===== src/rtl/serial_ctl_expander.sv =====
module serial_ctl_expander #(
  parameter int NUM_DAC     = 12,
  parameter int CODE_W      = 8,
  parameter int EXP_W       = 12,
  parameter int SYNC_STAGES = 2
) (
  input  logic                      clk,
  input  logic                      rst_n,
  input  logic                      sclk,
  input  logic                      csn,
  input  logic                      sdi,
  output logic                      sdo,
  output logic                      sdo_oe,
  input  logic [EXP_W-1:0]          exp_in,
  output logic [EXP_W-1:0]          exp_out,
  output logic [EXP_W-1:0]          exp_oe,
  output logic [NUM_DAC*CODE_W-1:0] dac_code
);
  localparam int WORD_W   = 16;
  localparam int ADDR_W   = 4;
  localparam int CNT_W    = $clog2(WORD_W + 1);
  localparam int ADDR_DIR = NUM_DAC + 1;
  localparam int ADDR_OUT = NUM_DAC + 2;

  logic [SYNC_STAGES:0]   sclk_sr, csn_sr;
  logic [SYNC_STAGES-1:0] sdi_sr;
  logic [EXP_W-1:0]       exp_sr [SYNC_STAGES];

  logic [WORD_W-1:0] sreg;
  logic [CNT_W-1:0]  bit_cnt;
  logic              sdo_q;
  logic [NUM_DAC-1:0][CODE_W-1:0] dac_q;
  logic [EXP_W-1:0]  oe_q, out_q;

  wire sclk_s = sclk_sr[SYNC_STAGES-1];
  wire sclk_d = sclk_sr[SYNC_STAGES];
  wire csn_s  = csn_sr[SYNC_STAGES-1];
  wire csn_d  = csn_sr[SYNC_STAGES];
  wire sdi_s  = sdi_sr[SYNC_STAGES-1];
  wire [EXP_W-1:0] exp_s = exp_sr[SYNC_STAGES-1];

  wire sh_rise   = !csn_s && sclk_s && !sclk_d;
  wire sh_fall   = !csn_s && !sclk_s && sclk_d;
  wire cs_fall   = !csn_s && csn_d;
  wire cs_rise   = csn_s && !csn_d;
  wire word_full = (bit_cnt == CNT_W'(WORD_W));
  wire commit    = cs_rise && word_full;
  wire [ADDR_W-1:0] addr = sreg[WORD_W-1 -: ADDR_W];

  always_ff @(posedge clk or negedge rst_n) begin
    if (!rst_n) begin
      sclk_sr <= '0;
      csn_sr  <= '1;
      sdi_sr  <= '0;
      for (int k = 0; k < SYNC_STAGES; k++) exp_sr[k] <= '0;
    end else begin
      sclk_sr <= {sclk_sr[SYNC_STAGES-1:0], sclk};
      csn_sr  <= {csn_sr[SYNC_STAGES-1:0], csn};
      sdi_sr  <= {sdi_sr[SYNC_STAGES-2:0], sdi};
      exp_sr[0] <= exp_in;
      for (int k = 1; k < SYNC_STAGES; k++) exp_sr[k] <= exp_sr[k-1];
    end
  end

  always_ff @(posedge clk or negedge rst_n) begin
    if (!rst_n) begin
      sreg    <= '0;
      bit_cnt <= '0;
      sdo_q   <= 1'b0;
    end else if (cs_fall) begin
      sreg    <= WORD_W'(exp_s);
      bit_cnt <= '0;
      sdo_q   <= exp_s[0];
    end else begin
      if (sh_rise) begin
        sreg <= {sdi_s, sreg[WORD_W-1:1]};
        if (!word_full) bit_cnt <= bit_cnt + 1'b1;
      end
      if (sh_fall) sdo_q <= sreg[0];
    end
  end

  always_ff @(posedge clk or negedge rst_n) begin
    if (!rst_n) begin
      dac_q <= '0;
      oe_q  <= '0;
      out_q <= '0;
    end else if (commit) begin
      for (int i = 0; i < NUM_DAC; i++)
        if (addr == ADDR_W'(i + 1)) dac_q[i] <= sreg[CODE_W-1:0];
      if (addr == ADDR_W'(ADDR_DIR)) oe_q  <= sreg[EXP_W-1:0];
      if (addr == ADDR_W'(ADDR_OUT)) out_q <= sreg[EXP_W-1:0];
    end
  end

  assign sdo      = sdo_q;
  assign sdo_oe   = !csn_s;
  assign exp_out  = out_q;
  assign exp_oe   = oe_q;
  assign dac_code = dac_q;
endmodule


===== config.mk =====
export PLATFORM = sky130hd
export DESIGN_NAME = serial_ctl_expander
export DESIGN_NICKNAME = d
export VERILOG_FILES = /design/src/rtl/serial_ctl_expander.sv
export SDC_FILE = /design/constraint.sdc
export NUM_CORES = 1
export LEC_CHECK = 0
export BUFFER_PORTS_ARGS = -buffer_cell sky130_fd_sc_hd__buf_4
export CAP_MARGIN = 20
export CORE_ASPECT_RATIO = 1.2
export CORE_MARGIN = 8
export CORE_UTILIZATION = 38
export CTS_BUF_LIST = sky130_fd_sc_hd__clkbuf_8 sky130_fd_sc_hd__clkbuf_16
export CTS_CLUSTER_DIAMETER = 50
export DETAILED_ROUTE_END_ITERATION = 16
export PLACE_DENSITY = 0.58
export SLEW_MARGIN = 10
export SYNTH_ARGS = -nofsm -noshare
export SYNTH_HDL_FRONTEND = slang
export SYNTH_SLANG_ARGS = --single-unit

===== constraint.sdc =====
create_clock -name clk -period 3.9 [get_ports clk]
set_input_delay 0.78 -clock clk [delete_from_list [all_inputs] [get_ports clk]]
set_output_delay 0.78 -clock clk [all_outputs]
set_load 0.005 [all_outputs]

# Word-level counts from Yosys, hierarchy flattened
# Cells that the tools add are included.
# word_totals
wordCells	74
input_bits	17
output_inout_bits	122
ff_bits	174
# op_classes
n_reduce_logical	28
n_addsub	1
n_eq_ne	16
n_mux	7
# op_table
cell	n
$mux W16	2
$reduce_and A2 Y1	15
$eq A4 B4 Y1 const B	7
$eq A4 B3 Y1 const B	4
$mux W5	3
$eq A4 B2 Y1 const B	2
$logic_and A1 B1 Y1	7
$add A5 B1 Y5 const B	1
$eq A5 B5 Y1 const B	1
$eq A4 B1 Y1 const B	1
$logic_not A1 Y1	4
$reduce_bool A2 Y1	2
$mux W1	2
$ne A2 B2 Y1 const B	1

# Longest topological paths before layout
# Gate-level depths: netlist of the first run.
# logic_depth
depth_word	5
ltp_mapped	7
mapped_depth_nobuf	5

# Least setup slack after synthesis of the first run
# Ideal clock, no wire load.
# synth_path
path_kind	register to register
from	reg csn_sr[1]
to	reg dac_q, in the netlist dac_code[48]
slack_ns	2.054
path_buffers	1
stages_incl_launch_ff	5
synth_period_minus_slack_ns	1.846
arrival_ns	1.721
required_time_ns	3.775
setup_ns	0.125
path_cell_list	dfstp_2 > buf_2 > nand2b_1 > nor4b_4 > mux2_2
# synth_between
elab_chain_len	3
# synth_lines
element	line	rtl
from (decl)	25	logic [SYNC_STAGES:0] sclk_sr, csn_sr;
from (signal assigned)	58	csn_sr <= {csn_sr[SYNC_STAGES-1:0], csn};
$logic_and A1 B1 Y1	45	wire cs_rise = csn_s && !csn_d;
$logic_and A1 B1 Y1	47	wire commit = cs_rise && word_full;
$reduce_and A2 Y1 (no line)	n/a	
to (signal, indexed assignment)	90	if (addr == ADDR_W'(i + 1)) dac_q[i] <= sreg[CODE_W-1:0];
to (decl)	32	logic [NUM_DAC-1:0][CODE_W-1:0] dac_q;
# Every way passes these cells.
# A chain may end at the register's enable or synchronous reset.

# Worst setup path after layout of the first run
# layout_path
from	reg bit_cnt[0]
to	reg oe_q[8], in the netlist exp_oe[8]
# layout_between
elab_chain_len	3
# layout_lines
element	line	rtl
from (decl)	30	logic [CNT_W-1:0] bit_cnt;
from (signal assigned)	77	if (!word_full) bit_cnt <= bit_cnt + 1'b1;
$eq A5 B5 Y1	46	wire word_full = (bit_cnt == CNT_W'(WORD_W));
$logic_and A1 B1 Y1	47	
$reduce_and A2 Y1 (no line)	n/a	
to (signal assigned)	91	if (addr == ADDR_W'(ADDR_DIR)) oe_q <= sreg[EXP_W-1:0];
to (decl)	33	logic [EXP_W-1:0] oe_q, out_q;
# Every way passes these cells.

==> results of run 1 <==
==> layer usage <==
metal  global-route usage  wire, um  vias to the layer above
met5                    0         0                        -
met4              0.05903       226                        0
met3              0.05375      1215                       15
met2               0.2459      8058                      116
met1               0.1921      6759                     2098
li1                     -         -                     1795
==> kinds of logic (layout without fill, tap and decap cells) <==
logic type / count (synthesis) / in the layout
AO/OA/AOI/OAI: 35 / 35
adder cells (fa/ha/maj): 2 / 2
buffers and inverters: 27 / 177
flip-flops: 174 / 174
multiplexers: 128 / 128
AND/OR/NAND/NOR: 61 / 61
==> cells in the mapped netlist, types with 2 or more instances <==
master       n
nand4_1      2
buf_4        2
nor4b_4      3
clkbuf_1    14
a31oi_1      4
a21oi_1      9
inv_1        3
dfstp_2      3
dfrtp_1    171
mux2i_1      8
nand3_2      7
buf_2        6
nor2_1       5
nand4bb_1    2
and2b_1      2
mux2_2     119
nand2_1     18
and4bb_2     2
ha_1         2
o21ai_0     13
or3_1        3
nor4bb_1     2
nand2b_1     3
a22oi_1      9
nand3_1      5
==> power groups by stage <==
stage / registers, W / clock network (W) / logic (W)
2_1_floorplan: 0.00191 / 0 / 0.0000920
3_3_place_gp: 0.00199 / 0 / 0.000122
3_5_place_dp: 0.00199 / 0 / 0.000127
4_1_cts: 0.00196 / 0.00169 / 0.000129
5_1_grt: 0.00197 / 0.00177 / 0.000143
6_report: 0.00195 / 0.00163 / 0.000125
==> stage by stage <==
stage                     hold slack (ns)  utilization  instance area, um^2  instances  power, W
after global placement             0.3334       0.4552                 7848        764  0.002111
final                              0.3431       0.4898                 8444        797  0.003715
after floorplan                    0.3312            -                 6598        427  0.002005
after CTS                          0.3475       0.4891                 8433        796  0.003772
after global routing               0.3513       0.4898                 8444        797  0.003875
after detailed placement           0.3347       0.4558                 7859        765  0.002117
==> layout make-up <==
type                            count  area (um^2)  area share
Sequential cell                   174         4358      0.5161
Multi-Input combinational cell    226         2128      0.2520
Timing Repair Buffer              143         1097      0.1299
Clock buffer                       19        452.9     0.05364
Tap cell                          220        275.3     0.03260
Clock inverter                     12        121.4     0.01437
Inverter                            3        11.26    0.001334
==> worst paths after layout <==
check	end	slack (ns)	cells past startpoint	start
hold reg to reg	exp_s[2]	0.34	0	exp_sr[14]
hold / removal	exp_s[2]	0.34	0	exp_sr[14]
setup / recovery	exp_oe[8]	1.39	6	bit_cnt[0]
min in group asynchronous	exp_sr[23]	0.40	1	rst_n
max in group asynchronous	dac_code[43]	2.52	2	rst_n
setup reg to reg	exp_oe[8]	1.39	6	bit_cnt[0]
==> state kept, by name, indices dropped and copies added (netlist names) <==
name,flops
bit_cnt,5
csn_sr,3
dac_code,96
exp_oe,12
exp_out,12
exp_s,12
exp_sr,12
sclk_sr,3
sdi_sr,2
sdo,1
sreg,16
==> worst max-delay path: stages, from the launching register on <==
cell and delay [ns]:
dfrtp_1 0.40, inv_1 0.08, ha_1 0.15, nor4bb_2 0.27, buf_4 0.26, nand4_1 0.68
mux2_2 0.54
==> flow_summary.json, run 1 <==
{
  "status": "finished clean",
  "worst_slack_ns": 1.392,
  "drt_iter0_drc": 193,
  "ys_async_sr_fraction": 1.000,
  "grtUsageTotal": 0.1557,
  "syn2layout_area_growth_pct": 27.99,
  "viasPerCell": 5.049,
  "cts_hold_buf": 0,
  "synthMuxAreaShare": 0.2170,
  "grt_pass1_vias": 4308,
  "die_height_um": 160.3,
  "numCtsBuffers": 17,
  "grt_pass1_wl_mm": 25.67,
  "finalClockSkew_ns": 0.009073,
  "p_leak_nw": 4.373,
  "syn-num-nets": 446,
  "first_pass_iters": 5,
  "clockRootBuffer": "clkbuf_16",
  "clkSinkCount": 174,
  "cts_resized": 0,
  "die-area_um2": 21850,
  "synth-simple-area-share": 0.07017,
  "pwr-share-clk": 0.440,
  "worst_slew_pin_slew_ns": 0.8280,
  "synth_xor_area_frac": 0,
  "critPathLaunchType": "flip-flop",
  "drc": 0,
  "yosysSeqAreaShare": 0.6605,
  "grt_max_degree": 80,
  "grt_overflow": 0,
  "intPower_w": 0.002868,
  "antenna_found_initial": 0,
  "powerDensity_nw_per_um2": 439.9,
  "htreeDepth": 4,
  "path_clk_slew_ns": 0.06,
  "io_pins": 139,
  "postSynthAreaPerCell_um2": 15.45,
  "rsz0062_at_grt": "no",
  "setup_viol": 0,
  "ant_nets": 0,
  "final_nets": 584,
  "final_common_cell": "dfrtp_1",
  "postCtsSetupBuffers": 0,
  "crit_fanout": 14,
  "vdd_drop_max_mv": 0.2746,
  "fin_setup_tns_ns": 0,
  "cts_buffer_depth": 2,
  "worst_setup_path_end_kind": "flip-flop",
  "pwr-share-seq": 0.526,
  "synth_ff_type": "dfrtp_1",
  "synthDistinctLibCells": 35,
  "core_um2": 17240,
  "criticalPathCategory": "reg2reg",
  "fillCellCount": 1513,
  "yosys_warnings": 0,
  "fmax_ghz": 0.3987,
  "routed_wl_mm": 16.26,
  "worstPathRequired_ns": 4.20,
  "synth_area_leaders": "dfrtp_1 (65%), mux2_2 (20%), mux2i_1 (1.2%), dfstp_2 (1.2%), nor4b_4 (1.1%)",
  "place_hpwl_mm": 11.32,
  "maxSlewViolCount": 0,
  "ys_seq_elements": 174,
  "p_sw_frac": 0.2280,
  "die_width_um": 136.3,
  "clock_latency_ns": 0.42,
  "vias": 4024,
  "synth_compound_area_frac": 0.03072,
  "synth_top_area_share": 0.6486,
  "maxCapViolCount": 0,
  "insertedDiodeCount": 0,
  "switching_power_w": 0.0008469,
  "worstHoldPathType": "reg2reg",
  "start_util": 0.3827,
  "synth_fa_ha_area_frac": 0.003793,
  "pre_cts_ws_ns": 1.325,
  "synth-edff-count": 0,
  "fin_crit_ns": 2.508,
  "layout_common_cells": "dfrtp_1 (171), buf_4 (139), mux2_2 (119)",
  "cts_tree": "built",
  "yosysTopAreaCell": "dfrtp_1",
  "synth_top_family_by_area": "multiplexers",
  "wl_per_cell_um": 20.40,
  "finalCritPeriodShare": 0.6432,
  "combPwrFrac": 0.034,
  "rows": 53,
  "io_buffers": 138,
  "drive_gt1_frac": 0.5373,
  "syn-instance-count": 427,
  "netlist_area_um2": 6598,
  "slew_headroom": 0.4463,
  "hold_violations": 0,
  "crit_arrival_ns": 2.81,
  "gp_congestion": 0.7267
}
Note: power is estimated with default switching activity, not from simulation.
==> inputs of run 2 (changes only) <==
PLACE_DENSITY = 0.6   (was 0.58)
clock period = 2.2 ns   (was 3.9 ns; I/O delays follow)
==> run 2 against run 1 <==
Clock power up 83%. Maximum frequency up 20%. Sequential cell count unchanged. Die area unchanged. Via count up 1.6%. Clock skew about the same. Register-to-register slack worse by 1.3 ns. Design area up 1.8%. Non-clock buffer count up 14. Critical path type unchanged.
==> flow_summary.json, run 2 (synthesized netlist as in run 1, its figures left out) <==
{
  "status": "finished clean",
  "finalCritPeriodShare": 0.9504,
  "p_leak_nw": 4.452,
  "setup_viol": 0,
  "crit_arrival_ns": 2.39,
  "critPathTopFamily": "buffers and inverters",
  "critPathLaunchType": "flip-flop",
  "maxCapViolCount": 0,
  "worstPathRequired_ns": 2.50,
  "rows": 53,
  "path_clk_slew_ns": 0.07,
  "wl_per_cell_um": 20.33,
  "finalClockSkew_ns": 0.009519,
  "utilization": 0.4984,
  "die-area_um2": 21850,
  "path_common_cell": "buf_4",
  "ant_nets": 0,
  "fin_crit_ns": 2.091,
  "layout_common_cells": "dfrtp_1 (171), buf_4 (153), mux2_2 (119)",
  "io_pins": 139,
  "numCtsBuffers": 17,
  "cts_buffer_depth": 2,
  "fin_setup_tns_ns": 0,
  "place_hpwl_mm": 11.52,
  "criticalPathCategory": "reg2reg",
  "clockRootBuffer": "clkbuf_16",
  "final_common_cell": "dfrtp_1",
  "viasPerCell": 5.036,
  "routed_wl_mm": 16.51,
  "io_buffers": 138,
  "drt_iter0_drc": 207,
  "vdd_drop_max_mv": 0.3911,
  "largest_reg_flops": 96,
  "grtUsageTotal": 0.1583,
  "htreeDepth": 4,
  "powerDensity_nw_per_um2": 780.5,
  "die_width_um": 136.3,
  "clock_latency_ns": 0.42,
  "grt_overflow": 0,
  "r2r_cells": 7,
  "critical_path_buf_inv_count": 3,
  "worst_setup_path_end_kind": "flip-flop",
  "path_cells": "inv_1 > ha_1 > nor4bb_4 > buf_4 > nand4_1 > buf_4 > mux2_2",
  "gp_congestion": 0.7687,
  "rsz0062_at_grt": "yes",
  "cts_tree": "built",
  "antenna_found_initial": 0,
  "fmax_ghz": 0.4783,
  "syn2layout_area_growth_pct": 30.25,
  "drc": 0,
  "maxSlewViolCount": 0,
  "hold_violations": 0,
  "first_pass_iters": 4,
  "grt_pass1_wl_mm": 26.55,
  "worst_slew_pin_slew_ns": 0.7890,
  "start_util": 0.3827,
  "core_um2": 17240,
  "die_height_um": 160.3,
  "holdPathStages": 1,
  "fillCellCount": 1521,
  "drive_gt1_frac": 0.5524,
  "critPathSlowestCell": "dfrtp_1",
  "insertedDiodeCount": 0,
  "final_nets": 598,
  "grt_max_degree": 65,
  "vias": 4089,
  "worstHoldPathType": "in2reg",
  "crit_fanout": 14,
  "postCtsSetupBuffers": 0,
  "clkSinkCount": 174,
  "grt_pass1_vias": 4477,
  "slew_headroom": 0.4740,
  "critical_path.max_stage_delay_ns": 0.41,
  "cp_num_cells": 7
}
run 2: cell types whose count changed in the layout (fill, tap and decap cells not counted), sizes merged:
cell         previous run  this run
buf                   143       156
clkinv                  3         6
clkinvlp                3         1
clkbuf                 19        18
dlygate4sd3             0         1
inv                     7         8
run 2: final timing paths:
path,slack (ns),end,from
worst max-delay path,0.11,exp_oe[3],bit_cnt[0]
worst min-delay path,0.12,exp_sr[13],exp_in[1]
worst max register to register,0.11,exp_oe[3],bit_cnt[0]
worst min register to register,0.34,exp_s[4],exp_sr[16]
max in group asynchronous,1.06,csn_sr[2],rst_n
min in group asynchronous,0.48,dac_code[64],rst_n
run 2: stage by stage:
step                power (W)  hold slack, ns  std cells  worst slack (ns)  area [um^2]
floorplan            0.003555          0.1444        427            0.3542         6598
global placement     0.003767          0.3325        779            0.2119         7973
detailed placement   0.003782          0.3355        779           0.09745         7973
CTS                  0.006802         0.09896        812           0.09781         8579
global route         0.006986         0.09445        812         -0.003248         8593
finish               0.006707          0.1237        812            0.1091         8593
run 2: repair_timing:
| action | in CTS | in global routing |
|---|---|---|
| gates resized for setup | 0 | 2 |
| setup endpoints to repair | 0 | 10 |
| hold buffers | 1 | 0 |
| endpoints found under the hold margin | 30 | 0 |
run 2: final cells by class:
type                            count  area, um^2  share of cell area
Clock buffer                       18       439.2             0.05111
Clock inverter                     14       157.7             0.01835
Inverter                            3       11.26            0.001310
Multi-Input combinational cell    226        2142              0.2493
Sequential cell                   174        4358              0.5071
Tap cell                          220       275.3             0.03203
Timing Repair Buffer              157        1210              0.1408
run 2: report_power, final:
part / switching (W) / internal (W)
logic: 0.000134 / 0.000105
clock network: 0.00127 / 0.00172
registers: 0.000203 / 0.00327
total: 0.00160 / 0.00510
run 2: worst register-to-register path, cell delays in order, from the launching register on:
cell and delay [ns]:
dfrtp_1 0.41, inv_1 0.09, ha_1 0.20, nor4bb_4 0.29
buf_4 0.26, nand4_1 0.21, buf_4 0.24, mux2_2 0.28
run 2: layer usage:
metal / wire, um / GRT usage
met5: 0 / 0
met4: 208 / 0.05103
met3: 1223 / 0.05781
met2: 8125 / 0.2504
met1: 6951 / 0.1964
==> inputs of run 3 (changes only) <==
GPL_TIMING_DRIVEN = 0   (was unset)
==> run 3 against run 2 <==
First-iteration DRC count shrank 2.9%. Register-to-register slack worse by 0.06 ns. Worst hold slack lost 0.0093 ns.
==> flow_summary.json, run 3 (synthesized netlist as in run 1, its figures left out) <==
{
  "critPathLaunchType": "flip-flop",
  "grtUsageTotal": 0.1512,
  "die-area_um2": 21850,
  "antenna_found_initial": 0,
  "hold_violations": 0,
  "final_nets": 608,
  "syn2layout_area_growth_pct": 30.99,
  "vdd_drop_max_mv": 0.4694,
  "first_pass_iters": 4,
  "ant_nets": 0,
  "die_height_um": 160.3,
  "start_util": 0.3827,
  "clockRootBuffer": "clkbuf_16",
  "insertedDiodeCount": 0,
  "clkSinkCount": 174,
  "core_um2": 17240,
  "slew_headroom": 0.5668,
  "grt_pass1_vias": 4385,
  "finalCritPeriodShare": 0.9770,
  "numCtsBuffers": 17,
  "powerDensity_nw_per_um2": 786.7,
  "fillCellCount": 1522,
  "wl_per_cell_um": 19.53,
  "routed_wl_mm": 16.05,
  "path_clk_slew_ns": 0.07,
  "layout_common_cells": "dfrtp_1 (171), buf_4 (140), mux2_2 (119)",
  "cts_tree": "built",
  "die_width_um": 136.3,
  "setup_viol": 0,
  "drive_gt1_frac": 0.5365,
  "largest_reg_flops": 96,
  "utilization": 0.5012,
  "cts_buffer_depth": 2,
  "criticalPathCategory": "reg2reg",
  "total_power_w": 0.006798,
  "drt_iter0_drc": 201,
  "worstPathRequired_ns": 2.51,
  "worst_slew_pin_slew_ns": 0.6498,
  "fmax_ghz": 0.4653,
  "clock_latency_ns": 0.43,
  "worstHoldPathType": "in2reg",
  "gp_congestion": 0.7615,
  "viasPerCell": 4.970,
  "pre_cts_ws_ns": 0.003224,
  "grt_max_degree": 107,
  "io_buffers": 138,
  "worst_setup_path_end_kind": "flip-flop",
  "maxCapViolCount": 0,
  "crit_fanout": 10,
  "drc": 0,
  "htreeDepth": 4,
  "grt_overflow": 0,
  "rows": 53,
  "crit_arrival_ns": 2.46,
  "place_hpwl_mm": 11.26,
  "finalClockSkew_ns": 0.01172,
  "maxSlewViolCount": 0,
  "fin_crit_ns": 2.149,
  "rsz0062_at_grt": "yes",
  "p_leak_nw": 4.465,
  "io_pins": 139,
  "status": "finished clean",
  "grt_pass1_wl_mm": 25.07,
  "worst_slack_ns": 0.05063,
  "vias": 4085,
  "final_common_cell": "dfrtp_1"
}
-- run 3: cell types whose count changed in the layout (fill, tap and decap cells not counted), sizes merged --
cell | before | now
bufinv | 2 | 3
clkbuf | 18 | 34
buf | 156 | 151
inv | 8 | 6
-- run 3: metrics by stage --
stage	instances	hold WS (ns)	setup TNS, ns	instance area [um^2]
floorplan	427	0.1444	0	6598
global placement	785	0.3340	-41.63	7909
detailed placement	786	0.3355	0	7944
CTS	820	0.09699	0	8588
global route	822	0.08710	-1.432	8642
finish	822	0.1144	0	8642
-- run 3: metal layers --
metal / vias to the layer above / share of wire / GRT usage
li1: 1832 / - / -
met1: 2121 / 0.41 / 0.1768
met2: 114 / 0.50 / 0.2430
met3: 18 / 0.073 / 0.06094
met4: 0 / 0.021 / 0.05803
met5: - / 0 / 0
-- run 3: path summary, 6_finish.rpt --
path,startpoint,end,slack (ns),depth (start not counted)
max,bit_cnt[0],dac_code[68],0.05,7
min,exp_in[1],exp_sr[13],0.11,1
max reg2reg,bit_cnt[0],dac_code[68],0.05,7
min reg2reg,exp_sr[12],exp_s[0],0.35,0
max in group asynchronous,rst_n,dac_code[35],0.74,3
min in group asynchronous,rst_n,exp_sr[17],0.56,2
-- run 3: layout make-up --
cell class              count  area, um^2  share of cell area
repair buffers            143        1141              0.1320
clock inverters            13       160.2             0.01853
well taps                 220       275.3             0.03185
flip-flops and latches    174        4358              0.5043
clock buffers              19       452.9             0.05241
plain buffers              24       116.4             0.01346
multi-input cells         226        2127              0.2461
inverters                   3       11.26            0.001303
-- run 3: timing repair --
item / 4_1_cts / 5_1_grt
endpoints found under the hold margin: 68 / 0
hold buffers: 1 / 0
resized for setup: 1 / 6
pin swaps: 1 / 3
endpoints found under the setup margin: 4 / 84
setup buffers: 1 / 2
-- run 3: where the power goes --
part / leakage (nW) / switching, W / internal (W)
Combinational: 1.84 / 0.000228 / 0.000107
Clock: 0.305 / 0.00124 / 0.00185
Sequential: 2.32 / 0.0000982 / 0.00328
-- run 3: worst max-delay path, stage by stage, from the launching register on --
cell and delay, ns:
dfrtp_1 0.41, inv_1 0.09, ha_1 0.16, nor4bb_1 0.30
clkbuf_2 0.23, buf_4 0.21, nand3_2 0.27, mux2_2 0.36
